$ cat config.mk
export PLATFORM = sky130hd
export DESIGN_NAME = tape_fsk_tx
export DESIGN_NICKNAME = d
export VERILOG_FILES = /design/src/rtl/tape_fsk_pkg.sv /design/src/rtl/tape_fsk_timer.sv /design/src/rtl/tape_fsk_shaper.sv /design/src/rtl/tape_fsk_framer.sv /design/src/rtl/tape_fsk_tx.sv
export SDC_FILE = /design/constraint.sdc
export NUM_CORES = 1
export LEC_CHECK = 0
export ABC_AREA = 1
export BUFFER_PORTS_ARGS = -buffer_cell sky130_fd_sc_hd__buf_4
export CAP_MARGIN = 20
export CELL_PAD_IN_SITES_DETAIL_PLACEMENT = 2
export CELL_PAD_IN_SITES_GLOBAL_PLACEMENT = 2
export CORE_MARGIN = 2
export CORE_UTILIZATION = 35
export DETAILED_ROUTE_END_ITERATION = 7
export PLACE_DENSITY_LB_ADDON = 0.1
export SLEW_MARGIN = 20
export SYNTH_ARGS = -nofsm -noshare
export SYNTH_HDL_FRONTEND = slang
export SYNTH_SLANG_ARGS = --single-unit
$ cat constraint.sdc
create_clock -name clk_i -period 2 [get_ports clk_i]
set_input_delay 0.3 -clock clk_i [delete_from_list [all_inputs] [get_ports clk_i]]
set_output_delay 0.3 -clock clk_i [all_outputs]
set_load 0.05 [all_outputs]
$ cat src/rtl/tape_fsk_pkg.sv
package tape_fsk_pkg;
  typedef enum logic [1:0] {
    ST_IDLE  = 2'd0,
    ST_FRAME = 2'd1,
    ST_TAIL  = 2'd2
  } tx_state_e;
endpackage

$ cat src/rtl/tape_fsk_timer.sv
module tape_fsk_timer #(
  parameter int BASE_CYC = 4
) (
  input  logic       clk_i,
  input  logic       rst_ni,
  input  logic       run_i,
  input  logic       clear_i,
  output logic [1:0] qidx_o,
  output logic       tick_o,
  output logic       bit_end_o
);
  localparam int CW = $clog2(BASE_CYC + 1);

  logic [CW-1:0] cnt_q;
  logic [1:0]    q_q;

  assign tick_o    = run_i & (cnt_q == CW'(BASE_CYC - 1));
  assign bit_end_o = tick_o & (q_q == 2'd3);
  assign qidx_o    = q_q;

  always_ff @(posedge clk_i or negedge rst_ni) begin
    if (!rst_ni) begin
      cnt_q <= '0;
      q_q   <= '0;
    end else if (clear_i) begin
      cnt_q <= '0;
      q_q   <= '0;
    end else if (run_i) begin
      cnt_q <= tick_o ? '0 : cnt_q + 1'b1;
      if (tick_o) q_q <= q_q + 2'd1;
    end
  end


  cnt_range_chk: assert property (@(posedge clk_i) disable iff (!rst_ni)
    cnt_q < CW'(BASE_CYC));


  quarter_hold_chk: assert property (@(posedge clk_i) disable iff (!rst_ni)
    (run_i && !clear_i && !tick_o) |=> $stable(q_q));
endmodule

$ cat src/rtl/tape_fsk_shaper.sv
module tape_fsk_shaper (
  input  logic       clk_i,
  input  logic       rst_ni,
  input  logic       qstart_i,
  input  logic [1:0] qnext_i,
  input  logic       bit_i,
  output logic       line_o
);
  logic line_q;
  logic flip;

  // ones flip every quarter, zeros only on even quarters
  assign flip   = qstart_i & (bit_i | ~qnext_i[0]);
  assign line_o = line_q;

  always_ff @(posedge clk_i or negedge rst_ni) begin
    if (!rst_ni) line_q <= 1'b0;
    else         line_q <= line_q ^ flip;
  end


  line_quiet_chk: assert property (@(posedge clk_i) disable iff (!rst_ni)
    !qstart_i |=> $stable(line_q));
endmodule

$ cat src/rtl/tape_fsk_framer.sv
module tape_fsk_framer
  import tape_fsk_pkg::*;
#(
  parameter int DATA_BITS = 8,
  parameter int STOP_BITS = 2,
  parameter int TAIL_BITS = 12
) (
  input  logic                 clk_i,
  input  logic                 rst_ni,
  input  logic                 valid_i,
  input  logic [DATA_BITS-1:0] data_i,
  input  logic                 tick_i,
  input  logic                 bit_end_i,
  input  logic [1:0]           qidx_i,
  output logic                 ready_o,
  output logic                 motor_o,
  output logic                 run_o,
  output logic                 clear_o,
  output logic                 qstart_o,
  output logic [1:0]           qnext_o,
  output logic                 bit_o
);
  localparam int FRAME_BITS = 1 + DATA_BITS + STOP_BITS;
  localparam int KW = $clog2(FRAME_BITS + 1);
  localparam int TW = $clog2(TAIL_BITS + 1);

  tx_state_e            st_q, st_d;
  logic [KW-1:0]        k_q, k_d;
  logic [TW-1:0]        tail_q, tail_d;
  logic [DATA_BITS-1:0] sh_q, sh_d;
  logic                 idle, last_frame, accept;

  assign idle       = (st_q == ST_IDLE);
  assign last_frame = (st_q == ST_FRAME) && (k_q == KW'(FRAME_BITS - 1));
  assign ready_o    = idle | (bit_end_i & ((st_q == ST_TAIL) | last_frame));
  assign accept     = valid_i & ready_o;

  always_comb begin
    st_d   = st_q;
    k_d    = k_q;
    tail_d = tail_q;
    sh_d   = sh_q;
    if (accept) begin
      st_d = ST_FRAME;
      k_d  = '0;
      sh_d = data_i;
    end else if (bit_end_i) begin
      unique case (st_q)
        ST_FRAME: begin
          if (last_frame) begin
            st_d   = ST_TAIL;
            tail_d = '0;
          end else begin
            k_d = k_q + 1'b1;
            if (k_q != '0 && k_q <= KW'(DATA_BITS)) sh_d = sh_q >> 1;
          end
        end
        ST_TAIL: begin
          if (tail_q == TW'(TAIL_BITS - 1)) st_d = ST_IDLE;
          else tail_d = tail_q + 1'b1;
        end
        default: st_d = ST_IDLE;
      endcase
    end
  end

  // value of the bit that is current after this edge
  always_comb begin
    if (st_d == ST_FRAME && k_d == '0)                     bit_o = 1'b0;
    else if (st_d == ST_FRAME && k_d <= KW'(DATA_BITS))    bit_o = sh_d[0];
    else                                                   bit_o = 1'b1;
  end

  assign qstart_o = (idle & accept) | (tick_i & (st_d != ST_IDLE));
  assign qnext_o  = idle ? 2'd0 : qidx_i + 2'd1;
  assign run_o    = ~idle;
  assign clear_o  = idle & accept;
  assign motor_o  = ~idle;

  always_ff @(posedge clk_i or negedge rst_ni) begin
    if (!rst_ni) begin
      st_q   <= ST_IDLE;
      k_q    <= '0;
      tail_q <= '0;
      sh_q   <= '0;
    end else begin
      st_q   <= st_d;
      k_q    <= k_d;
      tail_q <= tail_d;
      sh_q   <= sh_d;
    end
  end


  idle_hold_chk: assert property (@(posedge clk_i) disable iff (!rst_ni)
    (idle && !valid_i) |=> (st_q == ST_IDLE));


  tail_stop_chk: assert property (@(posedge clk_i) disable iff (!rst_ni)
    (st_q == ST_TAIL && bit_end_i && !valid_i && tail_q == TW'(TAIL_BITS - 1)) |=> !motor_o);


  bit_index_hold_chk: assert property (@(posedge clk_i) disable iff (!rst_ni)
    (st_q == ST_FRAME && !bit_end_i) |=> $stable(k_q));
endmodule

$ cat src/rtl/tape_fsk_tx.sv
module tape_fsk_tx #(
  parameter int HALF_CYC    = 52083,
  parameter int SPEED_SHIFT = 0,
  parameter int DATA_BITS   = 8,
  parameter int STOP_BITS   = 2,
  parameter int TAIL_BITS   = 12
) (
  input  logic                 clk_i,
  input  logic                 rst_ni,
  input  logic                 valid_i,
  input  logic [DATA_BITS-1:0] data_i,
  output logic                 ready_o,
  output logic                 line_o,
  output logic                 motor_o
);
  localparam int BASE_CYC = HALF_CYC >> SPEED_SHIFT;

  logic       run, clear, tick, bit_end, qstart, cur_bit;
  logic [1:0] qidx, qnext;

  tape_fsk_timer #(.BASE_CYC(BASE_CYC)) u_timer (
    .clk_i     (clk_i),
    .rst_ni    (rst_ni),
    .run_i     (run),
    .clear_i   (clear),
    .qidx_o    (qidx),
    .tick_o    (tick),
    .bit_end_o (bit_end)
  );

  tape_fsk_framer #(
    .DATA_BITS (DATA_BITS),
    .STOP_BITS (STOP_BITS),
    .TAIL_BITS (TAIL_BITS)
  ) u_framer (
    .clk_i     (clk_i),
    .rst_ni    (rst_ni),
    .valid_i   (valid_i),
    .data_i    (data_i),
    .tick_i    (tick),
    .bit_end_i (bit_end),
    .qidx_i    (qidx),
    .ready_o   (ready_o),
    .motor_o   (motor_o),
    .run_o     (run),
    .clear_o   (clear),
    .qstart_o  (qstart),
    .qnext_o   (qnext),
    .bit_o     (cur_bit)
  );

  tape_fsk_shaper u_shaper (
    .clk_i    (clk_i),
    .rst_ni   (rst_ni),
    .qstart_i (qstart),
    .qnext_i  (qnext),
    .bit_i    (cur_bit),
    .line_o   (line_o)
  );


  idle_no_toggle_chk: assert property (@(posedge clk_i) disable iff (!rst_ni)
    (!motor_o && !valid_i) |=> $stable(line_o));


  motor_start_edge_chk: assert property (@(posedge clk_i) disable iff (!rst_ni)
    $rose(motor_o) |-> (line_o != $past(line_o)));


  ready_when_off_chk: assert property (@(posedge clk_i) disable iff (!rst_ni)
    !motor_o |-> ready_o);
endmodule

==> impl_metrics.env <==
export IMPL_ctsLongestPathBuffers=2
export IMPL_crit_chain="nand2_1 -> inv_2 -> nand2_1 -> nor2_2 -> nand3_2 -> nor2_2 -> buf_4 -> nand2_1 -> nand2_1 -> inv_1 -> nand2_2 -> nand3_1 -> nand2_1 -> nand3_2 -> nand2_1 -> nand2_1 -> nand2_1"
export IMPL_cts_root_buffer="clkbuf_8"
export IMPL_grt_max_degree=38
export IMPL_critical_path_class="register to register"
export IMPL_synthFlopType="dfrtp_1"
export IMPL_area_delta_synth_final_pct=44.8
export IMPL_vias_per_cell=5.79
export IMPL_p_per_area_mw_per_mm2=404
export IMPL_finalSetupViolations=25
export IMPL_grt_antenna_before_repair=0
export IMPL_p_leak_nw=1.79
export IMPL_finalWorstSetupSlack_ps=-364
export IMPL_synth_seq_cells=37
export IMPL_yosysWarningCount=0
export IMPL_cts_buffers=5
export IMPL_fin_nets=447
export IMPL_rsz0062_at_grt="yes"
export IMPL_cap_violations=0
export IMPL_syn_nets=371
export IMPL_place_ws_ps=-136
export IMPL_grt_use_total=0.303
export IMPL_synth_seq_area_share=0.381
export IMPL_cp_end_kind="register"
export IMPL_cpMostUsedCell="nand2_1"
export IMPL_synthTopCellsByCount="96 x nand2_1, 51 x inv_1, 41 x nand3_1, 37 x dfrtp_1, 36 x nor2_1"
export IMPL_critical_path_arrival_ps=2610
export IMPL_maxSlewViolCount=0
export IMPL_crit_fanout=4
export IMPL_worst_path_buf_inv=3
export IMPL_drc_errors=0
export IMPL_syn_cell_area_mm2=0.00243
export IMPL_syn_avg_cell_area_um2=6.95
export IMPL_ir_worst_vdd_v=0.000253
export IMPL_holdWs_ps=221
export IMPL_ys_types=34
export IMPL_layout_drive_gt1_share=0.389
export IMPL_synth_top_cell_area_share=0.381
export IMPL_hpwl_mm=6.40
export IMPL_fmax_ghz=0.423
export IMPL_period_share=1.18
export IMPL_clkTransAtPathRegs_ps=90
export IMPL_grt_overflow=0
export IMPL_slowest_stage="dfrtp_1"
export IMPL_fin_crit_ps=2360
export IMPL_htreeDepth=2
export IMPL_cts_tree="yes"
export IMPL_synth_area_leader_cell="dfrtp_1"
export IMPL_place_area_mm2=0.00294
export IMPL_postRouteWirelength_mm=14.0
export IMPL_hp_class="input port to register"
export IMPL_synthArstFlopShare=1.00
export IMPL_cpLargestDelayFamily="simple AND/OR/NAND/NOR gates"
export IMPL_synth_area_leaders="dfrtp_1 38%, nand2_1 15%, nand3_1 8.4%"
export IMPL_relSlewSlack=0.658
export IMPL_status="complete, but fails checks"
export IMPL_cts_sink_count=37
export IMPL_antenna_left=0
export IMPL_worst_skew_pair_late_latency_ps=320
export IMPL_place_inst=479
export IMPL_dr_pass1_iters=4
export IMPL_rows=30
export IMPL_skew_ps=14.3
export IMPL_min_from="data_i[2]"
export IMPL_grt_pass1_vias=3117
export IMPL_die_x_um=87.3
export IMPL_core_mm2=0.00676
export IMPL_cp_start_kind="register"
export IMPL_timing_rr_start="u_timer.cnt_q[9]"
export IMPL_cp_required_ps=2240
export IMPL_start_util=0.360
export IMPL_port_buffers=13
export IMPL_die_h_um=87.3
export IMPL_tightest_slew_ps=508
export IMPL_yosysMostFrequentCell="nand2_1"
export IMPL_via_count=2937
export IMPL_critPathMaxStageDelay_ps=430
export IMPL_drt_iter0_drc=133
export IMPL_final_area_mm2=0.00352
export IMPL_die_area_mm2=0.00763
export IMPL_place_gp_congestion=0.749
export IMPL_violations="negative setup slack"
export IMPL_tns_ps=-3490
export IMPL_pin_count=14
export IMPL_hold_violations=0
export IMPL_instances_no_fill=507
export IMPL_startpoint="u_timer.cnt_q[9]"
export IMPL_fillers=755
export IMPL_wl_per_cell_um=27.6
export IMPL_netlist_instances=350
export IMPL_grt_pass1_wl_mm=17.2
export IMPL_synth_edff_count=0
export IMPL_diodes=0
==> state kept, by name, indices dropped and copies added (netlist names) <==
| signal | flops |
|---|---|
| u_framer.k_q | 4 |
| u_framer.sh_q | 8 |
| u_framer.st_q | 2 |
| u_framer.tail_q | 4 |
| u_shaper.line_o | 1 |
| u_timer.cnt_q | 16 |
| u_timer.qidx_o | 2 |
==> cell usage in the layout, fill, tap and decap left out, drive strengths merged, types with 2 or more instances in the layout <==
master / instances
o21ai: 18
o22ai: 7
inv: 54
nand4: 6
buf: 75
nor3: 8
nor2: 37
clkbuf: 5
dfrtp: 37
nand3: 41
clkinv: 2
xor2: 3
ha: 10
o32ai: 2
a21oi: 10
xnor2: 2
nand2: 99
==> worst register-to-register path, delay by kind of cell (launching register included) <==
family	cells	cell delay, ps
flip-flops	1	430
AND/OR/NAND/NOR	14	1480
buffers and inverters	3	380
==> through the flow <==
| step | utilization | total power, mW |
|---|---|---|
| 2_1_floorplan | - | 0.795 |
| 3_3_place_gp | 0.436 | 0.840 |
| 3_5_place_dp | 0.436 | 0.845 |
| 4_1_cts | 0.473 | 1.39 |
| 5_1_grt | 0.521 | 1.46 |
| 6_report | 0.521 | 1.42 |
==> per-layer routing <==
metal  wire length, um  vias to the layer above  GRT usage
li1                  -                     1279          -
met4               573                        0     0.0951
met5                 0                        -          0
met1              5850                     1505      0.366
met2              7030                      107      0.552
met3               526                       46     0.0398
==> cell type report <==
type                    instances  area [um^2]  share of cell area
clock buffers                   5         68.8              0.0195
flip-flops and latches         37          930               0.264
clock inverters                 3         17.5             0.00498
inverters                      55          225              0.0640
multi-input cells             251         1580               0.448
repair buffers                 76          603               0.171
well taps                      80          100              0.0284
==> repair_timing <==
| item | 4_1_cts | 5_1_grt |
|---|---|---|
| gates resized for setup | 30 | 72 |
| setup endpoints to repair | 20 | 33 |
| buffers inserted | 9 | 12 |
| gates cloned | 0 | 0 |
| pin swaps | 8 | 13 |
| hold endpoints to repair | 37 | 0 |
| hold buffers | 1 | 0 |
==> power by group <==
part           switching [mW]  internal (mW)
Sequential            0.00995          0.754
Combinational          0.0568         0.0316
Clock                   0.328          0.241
==> path summary, 6_finish.rpt <==
kind,end,slack (ps),cells after the start
min,u_framer.sh_q[2],220,3
min in group asynchronous,u_timer.cnt_q[3],510,2
max reg2reg,u_shaper.line_o,-360,17
min reg2reg,u_framer.sh_q[3],540,2
max in group asynchronous,u_timer.cnt_q[10],1100,2
max,u_shaper.line_o,-360,17
==> kinds of logic after synthesis <==
kind of cell,count (synthesis),share of synthesized area
compound gates,43,0.102
simple gates,192,0.342
buf+inv,62,0.101
mux,1,0.00412
xor+xnor,5,0.0180
flops,37,0.381
fa+ha+maj,10,0.0515
No activity file was read; power rests on OpenSTA's default activity.
